File: src/rtl/lcdl_pkg.sv
package lcdl_pkg;
    typedef enum logic [1:0] {
        LD_IDLE = 2'd0,
        LD_RUN  = 2'd1,
        LD_FULL = 2'd2
    } ld_state_t;
endpackage

File: src/rtl/lcdl_edge.sv
module lcdl_edge (
    input  logic clk,
    input  logic rst_n,
    input  logic sig,
    output logic rise,
    output logic fall
);
    logic sig_d;

    always_ff @(posedge clk) begin
        if (!rst_n) sig_d <= 1'b0;
        else        sig_d <= sig;
    end

    assign rise = sig & ~sig_d;
    assign fall = ~sig & sig_d;
endmodule

File: src/rtl/lcdl_stage.sv
module lcdl_stage #(
    parameter int NCH = 80,
    parameter int NIB = 4
) (
    input  logic           clk,
    input  logic           rst_n,
    input  logic           step,
    input  logic           ser_mode,
    input  logic           dir_rev,
    input  logic [NIB-1:0] din,
    output logic [NCH-1:0] stage
);
    logic [NIB-1:0] din_flip;

    // bus bit 0 lands first in the direction of travel
    for (genvar j = 0; j < NIB; j++) begin : g_flip
        assign din_flip[j] = din[NIB-1-j];
    end

    always_ff @(posedge clk) begin
        if (!rst_n) begin
            stage <= '0;
        end else if (step) begin
            unique case ({ser_mode, dir_rev})
                2'b10:   stage <= {stage[NCH-2:0], din[0]};
                2'b11:   stage <= {din[0], stage[NCH-1:1]};
                2'b00:   stage <= {stage[NCH-NIB-1:0], din};
                default: stage <= {din_flip, stage[NCH-1:NIB]};
            endcase
        end
    end
endmodule

File: src/rtl/lcdl_ctrl.sv
module lcdl_ctrl
    import lcdl_pkg::*;
#(
    parameter int NCH = 80,
    parameter int NIB = 4
) (
    input  logic clk,
    input  logic rst_n,
    input  logic shift_req,
    input  logic restart,
    input  logic ser_mode,
    output logic step,
    output logic full
);
    localparam int NGRP = NCH / NIB;
    localparam int CW   = $clog2(NCH + 1);

    ld_state_t   state, nxt;
    logic [CW-1:0] cnt;
    logic [CW-1:0] limit;
    logic          last;

    assign limit = ser_mode ? CW'(NCH) : CW'(NGRP);
    assign last  = (cnt + CW'(1)) >= limit;

    // next state
    always_comb begin
        nxt = state;
        unique case (state)
            LD_IDLE, LD_RUN: if (step) nxt = last ? LD_FULL : LD_RUN;
            LD_FULL:         nxt = LD_FULL;
            default:         nxt = LD_IDLE;
        endcase
        if (restart) nxt = LD_IDLE;
    end

    // state register and pulse count
    always_ff @(posedge clk) begin
        if (!rst_n) begin
            state <= LD_IDLE;
            cnt   <= '0;
        end else begin
            state <= nxt;
            if (restart)   cnt <= '0;
            else if (step) cnt <= cnt + CW'(1);
        end
    end

    // outputs
    always_comb begin
        step = 1'b0;
        full = 1'b0;
        unique case (state)
            LD_IDLE, LD_RUN: step = shift_req & ~restart;
            LD_FULL:         full = 1'b1;
            default:         step = 1'b0;
        endcase
    end
endmodule

File: src/rtl/lcd_seg_loader.sv
module lcd_seg_loader #(
    parameter int NCH = 80,
    parameter int NIB = 4
) (
    input  logic           clk,
    input  logic           rst_n,
    input  logic           shift_clk,
    input  logic           line_clk,
    input  logic           ser_mode,
    input  logic           dir_rev,
    input  logic [NIB-1:0] din,
    input  logic           chain_l_i,
    input  logic           chain_r_i,
    output logic           chain_l_o,
    output logic           chain_r_o,
    output logic [NCH-1:0] seg_q
);
    logic           s_rise, s_fall, l_rise, l_fall;
    logic           chain_in, shift_req, step, full;
    logic [NCH-1:0] stage;

    lcdl_edge u_sedge (.clk(clk), .rst_n(rst_n), .sig(shift_clk), .rise(s_rise), .fall(s_fall));
    lcdl_edge u_ledge (.clk(clk), .rst_n(rst_n), .sig(line_clk),  .rise(l_rise), .fall(l_fall));

    assign chain_in  = dir_rev ? chain_r_i : chain_l_i;
    assign shift_req = s_rise & ~chain_in;

    lcdl_ctrl #(.NCH(NCH), .NIB(NIB)) u_ctrl (
        .clk(clk), .rst_n(rst_n), .shift_req(shift_req), .restart(line_clk),
        .ser_mode(ser_mode), .step(step), .full(full)
    );

    lcdl_stage #(.NCH(NCH), .NIB(NIB)) u_stage (
        .clk(clk), .rst_n(rst_n), .step(step), .ser_mode(ser_mode),
        .dir_rev(dir_rev), .din(din), .stage(stage)
    );

    always_ff @(posedge clk) begin
        if (!rst_n)      seg_q <= '0;
        else if (l_fall) seg_q <= stage;
    end

    assign chain_l_o = dir_rev ? ~full : 1'b1;
    assign chain_r_o = dir_rev ? 1'b1  : ~full;
endmodule

File: config.mk
export PLATFORM = sky130hd
export DESIGN_NAME = lcd_seg_loader
export DESIGN_NICKNAME = d
export VERILOG_FILES = /design/src/rtl/lcdl_pkg.sv /design/src/rtl/lcdl_edge.sv /design/src/rtl/lcdl_stage.sv /design/src/rtl/lcdl_ctrl.sv /design/src/rtl/lcd_seg_loader.sv
export SDC_FILE = /design/constraint.sdc
export NUM_CORES = 1
export LEC_CHECK = 0
export ABC_AREA = 0
export BUFFER_PORTS_ARGS = -buffer_cell sky130_fd_sc_hd__buf_2
export CAP_MARGIN = 20
export CORE_ASPECT_RATIO = 0.9
export CORE_MARGIN = 3
export CORE_UTILIZATION = 29
export DETAILED_ROUTE_END_ITERATION = 7
export PLACE_DENSITY = 0.41
export SYNTH_ARGS = -nofsm -noshare
export SYNTH_HDL_FRONTEND = slang
export SYNTH_SLANG_ARGS = --single-unit
File: constraint.sdc
create_clock -name clk -period 4.4 [get_ports clk]
set_clock_uncertainty 0.2 [all_clocks]
set_input_delay 0.88 -clock clk [delete_from_list [all_inputs] [get_ports clk]]
set_output_delay 0.88 -clock clk [all_outputs]
set_load 0.01 [all_outputs]
### After elaboration in Yosys (flattened, before gate mapping)

Cells that the tools add are included.

| word-level totals | value |
|---|---|
| output and inout port bits | 82 |
| logic and storage cells | 36 |
| flip-flop bits (word level) | 171 |
| input port bits | 12 |

| cells by class | value |
|---|---|
| multiplexer cells | 10 |
| add/subtract/negate cells | 1 |
| magnitude comparators | 1 |
| reduce and logical (&&, ||, !) cells | 4 |
| bitwise gates (word level) | 9 |
| equal/unequal tests | 5 |

Operator list:

| operator | number |
|---|---|
| 80-bit one-hot mux with 3 select lines | 1 |
| 7-bit by 1-bit adder with 7-bit output, second input constant | 1 |
| 7-bit greater-or-equal comparator | 1 |
| 7-bit two-way mux | 1 |
| 2-bit equality test, second input constant | 3 |
| 1-bit two-way mux | 5 |
| 1-bit inverter | 5 |
| 1-bit AND | 4 |
| 2-bit zero test | 2 |
| 2-bit two-way mux | 2 |
| 2-bit one-hot mux with 2 select lines | 1 |
| 2-bit OR reduction | 2 |
| 2-bit by 1-bit equality test with 1-bit output, second input constant | 1 |
| 2-bit != test, second input constant | 1 |

### Logic depth before layout (Yosys ltp)

Gate-level depths: netlist of run 1.

| logic depth | value |
|---|---|
| word-level depth | 7 |
| depth in mapped cells | 8 |
| mapped depth without buffers | 8 |

### Cells and area by module

A second synthesis of run 1 with hierarchy kept.

| second synthesis, totals | value |
|---|---|
| cells, all modules | 866 |
| area, all modules | 8235.4 um^2 |

By module, submodules not included:

| module | sequential area each (um^2) | cells an instance | times used | area an instance (um^2) |
|---|---|---|---|---|
| lcdl_stage | 1601.5 | 538 | 1 | 4515.6 |
| lcd_seg_loader | 1601.5 | 261 | 1 | 3090.5 |
| lcdl_ctrl | 180.2 | 59 | 1 | 551.8 |
| lcdl_edge | 20.0 | 4 | 2 | 38.8 |

### Least setup slack after synthesis of run 1

OpenSTA, ideal clock, no wires.

| timing | value |
|---|---|
| kind | input to register |
| from | input port ser_mode |
| to | register u_ctrl.state[1] |
| stages on the path | 7 |
| arrival | 2542 ps |
| setup time | 116 ps |
| path buffers | 2 |
| data required time | 4084 ps |
| path slack | 1542 ps |
| path through | clkbuf_1 -> buf_2 -> inv_1 -> ha_1 -> a2111oi_0 -> o311ai_0 -> a41o_1 |

| between the ends | value |
|---|---|
| longest elaborated chain between the ends | 5 |

RTL lines:

| what | line | source |
|---|---|---|
| start: declaration | lcd_seg_loader.sv:9 | `input logic ser_mode,` |
| 7-bit two-way mux | lcdl_ctrl.sv:23 | `assign limit = ser_mode ? CW'(NCH) : CW'(NGRP);` |
| 7-bit greater-or-equal comparator | lcdl_ctrl.sv:24 | `assign last = (cnt + CW'(1)) >= limit;` |
| 2-bit two-way mux (2 in series) | lcdl_ctrl.sv:30 | `LD_IDLE, LD_RUN: if (step) nxt = last ? LD_FULL : LD_RUN;` |
| 2-bit one-hot mux with 2 select lines | lcdl_ctrl.sv:29 | `unique case (state)` |
| end signal: assignment | lcdl_ctrl.sv:43 | `state <= nxt;` |
| end: declaration | lcdl_ctrl.sv:18 | `ld_state_t state, nxt;` |

No other way between the ends. The select of a mux whose other input is x is not followed.
A chain may end at the register's enable or synchronous reset.

### Final worst setup path of run 1

| timing | value |
|---|---|
| from | input port dir_rev |
| to | output port chain_r_o |

| between the ends | value |
|---|---|
| longest elaborated chain between the ends | 1 |

RTL lines:

| what | line | source |
|---|---|---|
| start: declaration | lcd_seg_loader.sv:10 | `input logic dir_rev,` |
| 1-bit two-way mux | lcd_seg_loader.sv:44 | `assign chain_r_o = dir_rev ? 1'b1 : ~full;` |
| end: declaration | lcd_seg_loader.sv:15 | `output logic chain_r_o,` |

No other way between the ends.

==> qor.txt, run 1 <==
status: finished clean
Top cell by count, worst path: buf_4
Final Hold Fails: 0
Nets: 933
global-route wire length before repair: 36800 um
Net Sw Frac: 26.0%
CP Max Fanout: 43
Static Leakage: 3.46 nW
CP cell instances: buf_4 -> buf_4 -> or3_1 -> buf_2
CTS Buffer Depth: 2
Post-CTS Setup Bufs: 0
Buf+Inv Stages, Crit Path: 3
syn_nets: 887
Pwr Total: 3.45 mW
Worst-path clk slew: 0.06 ns
largest net degree at the start of global routing: 86
Flop pwr share: 48.2%
grt ovf: 0
clock sink total: 171
Worst-Skew Late Latency: 0.44 ns
ys flop type: dfxtp_1
Cell Area, Synth: 0.00835 mm^2
critical path depth: 4
fmax: 0.341 GHz
DRT antenna net count: 0
mux share of post-synthesis cell area: 21.5%
Synth cell types: 38
TritonRoute pass-1 iters: 4
I/O Pins: 94
Worst EP required: 3.32 ns
Compound-Gate Fraction of Synth Area: 8.49%
Via density: 4.88
antenna violations before repair: 0
post-cts gate resize count: 0
EDFF count, synth: 0
vias in the first global route: 6356
logic gate share of total power: 9.2%
met2 wire len: 10000 um
CTS H-tree lvls: 4
Pint: 2.55 mW
Total Die Area: 0.0309 mm^2
synthesized area per cell: 9.58 um^2
Area Growth Syn to Fin: 15.6%
adder-cell area share of the yosys netlist: 0.449%
Crit path largest cell delay: 0.39 ns
clock power share: 42.6%
Yosys top cell by area: dfxtp_1
detailed router's first-iteration violation count: 384
setup TNS: 0 ns
Synth Register Bits: 171
Synth Instances: 872
wire length on met3: 673 um
drt wl/cell: 17.1 um
share of layout cells above drive strength 1: 23.3%
# diodes: 0
core box area: 0.0282 mm^2
slowest CP cell: or3_1
Die Span X: 185 um
IO buf count: 93
Async S/R FF share, synth: 0%
Ys Warns: 0
number of buffers created by CTS: 17
register area share after synthesis: 41.0%
HPWL after DPL: 13300 um
xor and xnor area share after synthesis: 0.734%
Reg2Reg Depth: 5
unrepaired setup endpoints after global routing: false
Util after Layout: 34.3%
WP data arrival: 1.85 ns
post-synth top area share: 41.0%
WS Path Type: input pin to primary output
largest family of logic cells by synthesized area: simple AND/OR/NAND/NOR gates
TritonCTS clock tree: built
crit start category: input pin
CTS Root Cell: clkbuf_16
pwr dens: 357 mW/mm^2
P_sw: 895 uW
Routability Congestion: 0.710
overall die height: 167 um
Total Routing Usage GR: 14.8%
max-slew violation count: 0
simple-gate share of the synthesized area: 23.9%
worst hold-check path type: flop to flop
max-slew headroom at the worst pin: 34.7%
max-cap violations: 0
Max VDD drop: 0.234 mV
CP Capture Type: primary output
Initial Util: 29.7%
DR top layer: met4
wl on met1: 11100 um
number of core rows: 58
worst hold stages: 2
number of hold buffers added after CTS: 0
final critical-path required period: 2.93 ns
Tcrit/Tclk final: 66.7%
top post-synthesis cells by count: dfxtp_1 (171), nand2_1 (171), nor2_1 (161)
final setup fails: 0
via count: 6298
final WL: 22000 um
worst slew pin tran: 0.979 ns
critical path's top delay family: buffers and inverters
Reg2Reg Setup Slack: 1.96 ns
DRC viols: 0
Area contributors post-synth: dfxtp_1 (41%), mux4_2 (21%), nand2_1 (7.7%)
-- power groups by stage --
stage / clock (mW) / combinational, mW / sequential [mW]
2_1_floorplan: 0 / 0.260 / 1.67
3_3_place_gp: 0 / 0.323 / 1.70
3_5_place_dp: 0 / 0.325 / 1.70
4_1_cts: 1.52 / 0.325 / 1.66
5_1_grt: 1.58 / 0.356 / 1.67
6_report: 1.47 / 0.317 / 1.66
-- layout by cell type, fill, tap and decap left out, types with 2 or more instances in the layout --
cell / instances
a21boi_0: 82
a21oi_1: 3
and2_1: 2
and3_1: 2
buf_12: 4
buf_2: 90
buf_4: 8
clkbuf_16: 17
clkinv_4: 4
clkinvlp_4: 4
dfxtp_1: 171
ha_1: 3
inv_1: 3
inv_6: 2
mux2i_1: 3
mux4_2: 78
nand2_1: 171
nand3_1: 3
nand3b_1: 2
nor2_1: 161
nor3b_1: 78
nor4_1: 3
o21ai_0: 3
or3_1: 3
xnor2_1: 5
xor2_1: 2
-- per-layer routing --
layer	global-route usage, %	vias up
met5	0	-
met1	21.5	3089
met4	3.88	0
met2	22.6	83
li1	-	3114
met3	3.17	12
-- area by class of cell --
type | count | area, um^2
clock buffers | 19 | 443
inverters | 3 | 11.3
fillers | 2907 | 18500
clock inverters | 12 | 118
multi-input cells | 623 | 4620
flip-flops and latches | 171 | 3420
repair buffers | 102 | 591
well taps | 360 | 450
-- logic make-up after synthesis --
family	Yosys count
compound gates	96
xor+xnor	7
fa+ha+maj	3
buf+inv	78
flops	171
mux	82
simple gates	435
-- state kept, by name, summed over array words and instances (netlist names) --
signal and count:
seg_q 80, u_ctrl.cnt 7, u_ctrl.state 2, u_ledge.sig_d 1, u_sedge.sig_d 1, u_stage.stage 80
-- per-stage QoR --
stage | hold slack, ns | instance area (um^2) | instances | setup WS, ns
floorplan | 0.261 | 8350 | 872 | 1.54
global placement | 0.250 | 9100 | 1259 | 1.22
detailed placement | 0.255 | 9100 | 1259 | 1.21
CTS | 0.264 | 9660 | 1290 | 1.45
global route | 0.278 | 9660 | 1290 | 1.41
finish | 0.258 | 9660 | 1290 | 1.47
-- worst reg2reg max path: stages (launching register included) --
cell     delay [ns]
dfxtp_1        0.30
or3b_4         0.43
or3_2          0.42
buf_4          0.40
or3_1          0.48
a21oi_1        0.14
-- path summary, 6_finish.rpt --
path	start	endpoint
worst max register to register	u_sedge.sig_d	u_ctrl.cnt[5]
worst min-delay path	seg_q[37]	seg_q[37]
worst max-delay path	dir_rev	chain_r_o
worst min register to register	seg_q[37]	seg_q[37]
No activity file was read; power rests on OpenSTA's default activity.
==> run 2, diff against run 1 <==
Settings changed: PLACE_DENSITY 0.41 to 0.43.
Clock period 4.4 ns to 2.4 ns, I/O delays scaled along.
==> qor.txt, run 2 (synthesis results as in run 1) <==
max-cap violations: 0 (unchanged)
Buf+Inv Stages, Crit Path: 0 (-3)
WS Path Type: flop to flop
final critical-path required period: 2.23 ns
global-route wire length before repair: 36700 um (-0.28%)
commonest non-fill, non-tap cell in the layout: nand2_1
overall die height: 167 um (unchanged)
unrepaired setup endpoints after global routing: false
number of instances in the placed design: 1271 (+0.95%)
grt ovf: 0 (unchanged)
CTS H-tree lvls: 4 (unchanged)
Final Hold Fails: 0 (unchanged)
largest registers: seg_q (80), u_stage.stage (80), u_ctrl.cnt (7)
critical path's top delay family: compound AO/OA/AOI/OAI gates
most frequent cells in the layout: nand2_1 (171), dfxtp_1 (170), nor2_1 (161)
share of layout cells above drive strength 1: 24.7% (+1.4 points)
Total Routing Usage GR: 14.7% (-0.11 points)
Seq. cell area: 0.00342 mm^2 (about the same)
detailed router's first-iteration violation count: 334 (-13%)
hold_sp: shift_clk
CP Max Fanout: 5 (-88%)
drt wl/cell: 17.0 um (-0.30%)
Area Growth Syn to Fin: 18.9%
setup TNS: 0 ns (unchanged)
crit start category: flop
final WL: 22200 um (+0.70%)
antenna violations before repair: 0 (unchanged)
clock sink total: 171 (unchanged)
DRC viols: 0 (unchanged)
vias in the first global route: 6345 (-0.17%)
CP Launch Point: u_ctrl.cnt[0]
reg2reg start: u_ctrl.cnt[0]
number of core rows: 58 (unchanged)
# diodes: 0 (unchanged)
I/O Pins: 94 (unchanged)
CP cell instances: ha_2 -> xnor2_1 -> ha_1 -> a2111oi_1 -> o311ai_1 -> a41o_1
TritonRoute pass-1 iters: 4 (unchanged)
IO buf count: 93 (unchanged)
pwr dens: 667 mW/mm^2 (+87%)
Fillers: 2918 (+0.38%)
largest net degree at the start of global routing: 161 (+87%)
Static Leakage: 3.60 nW (+3.9%)
worst slew pin tran: 0.719 ns (-0.260 ns)
via count: 6468 (+2.7%)
CTS Root Cell: clkbuf_16
HPWL after DPL: 13700 um (+2.4%)
Worst-Skew Late Latency: 0.44 ns (about the same)
worst hold-check path type: input pin to flop
Nets: 945 (+1.3%)
area of the multi-input gates: 0.00463 mm^2 (about the same)
Worst EP required: 2.53 ns (-0.79 ns)
TritonCTS clock tree: built
Via density: 4.96 (+1.7%)
CP Capture Type: flop
Pwr Total: 6.63 mW (+92%)
Tcrit/Tclk final: 93.1%
WP data arrival: 2.37 ns (+0.52 ns)
status: finished clean
max-slew violation count: 0 (unchanged)
Routability Congestion: 0.709 (-0.11%)
Die Span X: 185 um (unchanged)
slowest CP cell: a2111oi_1
Total Die Area: 0.0309 mm^2 (unchanged)
Crit path largest cell delay: 0.45 ns (+0.06 ns)
number of buffers created by CTS: 17 (unchanged)
core box area: 0.0282 mm^2 (unchanged)
final non-filler cell total: 1303 (+1.0%)
Worst-path clk slew: 0.07 ns (about the same)
final setup fails: 0 (unchanged)
max-slew headroom at the worst pin: 52.0% (+17 points)
Max VDD drop: 0.469 mV (+100%)
CTS Buffer Depth: 2 (unchanged)
Fin Hold WS: 0.0472 ns (-0.211 ns)
Initial Util: 29.7% (unchanged)
DRT antenna net count: 0 (unchanged)
fmax: 0.448 GHz
==> run 2: changes by cell type in the layout (fill, tap and decap cells not counted), sizes merged <==
| cell | before | now |
|---|---|---|
| bufinv | 1 | 3 |
| buf | 102 | 114 |
| clkbuf | 19 | 18 |
| inv | 5 | 9 |
| clkinv | 5 | 4 |
| clkinvlp | 4 | 1 |
==> run 2: cell type report <==
class / instances / area share [%]
inverters: 3 / 0.113
well taps: 360 / 4.54
repair buffers: 114 / 7.99
clock buffers: 18 / 4.42
multi-input cells: 623 / 46.6
clock inverters: 14 / 1.85
flip-flops and latches: 171 / 34.5
==> run 2: worst paths after layout <==
check               endpoint  slack (ns)  depth (start not counted)
max          u_ctrl.state[1]        0.17                          6
max reg2reg  u_ctrl.state[1]        0.17                          6
min reg2reg        seg_q[24]        0.26                          2
min            u_sedge.sig_d        0.05                          2
==> run 2: layer usage <==
layer  vias to the layer above  track usage [%]  routed length (um)
met3                        10             3.34                 739
li1                       3147                -                   -
met1                      3204             21.8               11300
met4                         0             3.23                 166
met2                       107             22.0                9930
met5                         -                0                   0
==> run 2: through the flow <==
step	instance area [um^2]	util, %	setup WS, ns
floorplan	8360	-	0.000304
global placement	9300	33.0	0.0860
detailed placement	9300	33.0	0.0436
CTS	9920	35.2	0.0229
global route	9930	35.3	0.0167
finish	9930	35.3	0.166
==> run 2: repair_timing <==
item                                    CTS  global route
gates resized for setup                   0             4
setup buffers                             0             0
hold buffers                              0             0
endpoints found under the setup margin    0             3
==> run 2: power breakdown <==
| group | internal [mW] | switching, mW | total (mW) |
|---|---|---|---|
| clock | 1.69 | 1.26 | 2.96 |
| sequential | 2.92 | 0.129 | 3.05 |
| combinational | 0.328 | 0.292 | 0.620 |
==> run 3, diff against run 2 <==
--- a/config.mk
+++ b/config.mk
@@ -8,5 +8,4 @@
 export ABC_AREA = 0
 export BUFFER_PORTS_ARGS = -buffer_cell sky130_fd_sc_hd__buf_2
-export CAP_MARGIN = 20
 export CORE_ASPECT_RATIO = 0.9
 export CORE_MARGIN = 3
@@ -14,4 +13,5 @@
 export DETAILED_ROUTE_END_ITERATION = 7
 export PLACE_DENSITY = 0.43
+export SKIP_LAST_GASP = 1
 export SYNTH_ARGS = -nofsm -noshare
 export SYNTH_HDL_FRONTEND = slang
==> constraint.sdc (replaced) <==
create_clock -name clk -period 2.4 [get_ports clk]
set_clock_uncertainty 0.2 [all_clocks]
set_input_delay 0.12 -clock clk [delete_from_list [all_inputs] [get_ports clk]]
set_output_delay 0.12 -clock clk [all_outputs]
set_load 0.01 [all_outputs]
==> qor.txt, run 3 (synthesis results as in run 1) <==
max-slew headroom at the worst pin: 59.1% (+7.0 points)
pwr dens: 662 mW/mm^2 (-0.86%)
IO buf count: 93 (unchanged)
WS Path Type: flop to flop
dpl cell area: 0.00921 mm^2 (-1.0%)
CTS Root Cell: clkbuf_16
Routability Congestion: 0.719 (+1.4%)
worst slew pin tran: 0.614 ns (-0.106 ns)
DRC viols: 0 (unchanged)
worst hold-check path type: input pin to flop
core box area: 0.0282 mm^2 (unchanged)
number of core rows: 58 (unchanged)
detailed router's first-iteration violation count: 361 (+8.1%)
max-cap violations: 0 (unchanged)
HPWL after DPL: 13400 um (-1.7%)
Seq. cell area: 0.00342 mm^2 (about the same)
fmax: 0.447 GHz (-0.24%)
Final Hold Fails: 0 (unchanged)
most frequent cells in the layout: nand2_1 (171), dfxtp_1 (171), nor2_1 (161)
unrepaired setup endpoints after global routing: false
Fillers: 2898 (-0.69%)
Total Die Area: 0.0309 mm^2 (unchanged)
largest registers: seg_q (80), u_stage.stage (80), u_ctrl.cnt (7)
Worst EP required: 2.52 ns (about the same)
Die Span X: 185 um (unchanged)
TritonRoute pass-1 iters: 4 (unchanged)
clock sink total: 171 (unchanged)
global-route wire length before repair: 36800 um (+0.41%)
grt ovf: 0 (unchanged)
share of layout cells above drive strength 1: 23.9% (-0.77 points)
Nets: 947 (+0.21%)
final setup fails: 0 (unchanged)
CP Capture Type: flop
final instance area: 0.00986 mm^2 (-0.66%)
Post-CTS Setup Bufs: 0 (unchanged)
Area Growth Syn to Fin: 18.1%
final WL: 22100 um (-0.13%)
vias in the first global route: 6475 (+2.0%)
overall die height: 167 um (unchanged)
CP Max Fanout: 5 (unchanged)
CTS Buffer Depth: 2 (unchanged)
number of buffers created by CTS: 17 (unchanged)
DRT antenna net count: 0 (unchanged)
drt wl/cell: 17.0 um (-0.20%)
Worst-Skew Late Latency: 0.43 ns (about the same)
status: finished clean
antenna violations before repair: 0 (unchanged)
max-slew violation count: 0 (unchanged)
Initial Util: 29.7% (unchanged)
area of the multi-input gates: 0.00462 mm^2 (about the same)
Tcrit/Tclk final: 93.3% (+0.22 points)
largest net degree at the start of global routing: 85 (-47%)
I/O Pins: 94 (unchanged)
Fin Hold WS: 0.0514 ns (+0.00422 ns)
Static Leakage: 3.58 nW (-0.66%)
Via density: 4.97 (+0.12%)
crit start category: flop
Max VDD drop: 0.483 mV (+3.0%)
TritonCTS clock tree: built
Total Routing Usage GR: 14.8% (+0.061 points)
setup TNS: 0 ns (unchanged)
final critical-path required period: 2.24 ns (+0.00535 ns)
via count: 6481 (+0.20%)
# diodes: 0 (unchanged)
WP data arrival: 2.36 ns (about the same)
CTS H-tree lvls: 4 (unchanged)
Worst-path clk slew: 0.06 ns (about the same)
-- run 3: critical path, stage by stage, from the launching register on --
cell and delay, ns:
dfxtp_1 0.38, ha_1 0.26, xnor2_1 0.14, ha_1 0.26
a2111oi_1 0.44, o311ai_1 0.19, a41o_1 0.26
-- run 3: area by class of cell --
cell class / instances / share of cell area [%]
inverters: 3 / 0.114
flip-flops and latches: 171 / 34.7
clock buffers: 17 / 4.31
repair buffers: 116 / 7.71
well taps: 360 / 4.57
clock inverters: 14 / 1.71
multi-input cells: 623 / 46.9
-- run 3: final timing paths --
check	cells after the start	end	start	slack, ns
max	6	u_ctrl.state[1]	u_ctrl.cnt[0]	0.16
min	4	u_stage.stage[78]	din[1]	0.05
max reg2reg	6	u_ctrl.state[1]	u_ctrl.cnt[0]	0.16
min reg2reg	2	seg_q[34]	seg_q[34]	0.26
-- run 3: report_power, final --
| group | internal, mW | leakage, nW | total, mW | switching, mW |
|---|---|---|---|---|
| Combinational | 0.320 | 1.90 | 0.610 | 0.290 |
| Sequential | 2.92 | 1.39 | 3.05 | 0.128 |
| Clock | 1.64 | 0.290 | 2.87 | 1.23 |
| Total | 4.88 | 3.58 | 6.53 | 1.65 |
-- run 3: what timing repair did --
action,4_1_cts,5_1_grt
endpoints found under the hold margin,41,0
endpoints found under the setup margin,0,1
resized for setup,0,2
hold buffers,6,0
-- run 3: layer usage --
| metal | track usage, % | vias up | share of wire, % |
|---|---|---|---|
| li1 | - | 3152 | - |
| met3 | 2.73 | 15 | 3.3 |
| met2 | 22.0 | 100 | 45 |
| met5 | 0 | - | 0 |
| met1 | 22.2 | 3214 | 50 |
| met4 | 3.46 | 0 | 1.0 |
-- run 3: through the flow --
stage / setup slack (ns) / power [mW] / cells / utilization (%)
after CTS: 0.0784 / 6.64 / 1304 / 35.0
after detailed placement: 0.0871 / 3.73 / 1267 / 32.7
after global placement: 0.142 / 3.72 / 1267 / 32.7
after floorplan: 0.302 / 3.53 / 872 / -
after global routing: 0.0146 / 6.83 / 1304 / 35.0
final: 0.161 / 6.53 / 1304 / 35.0
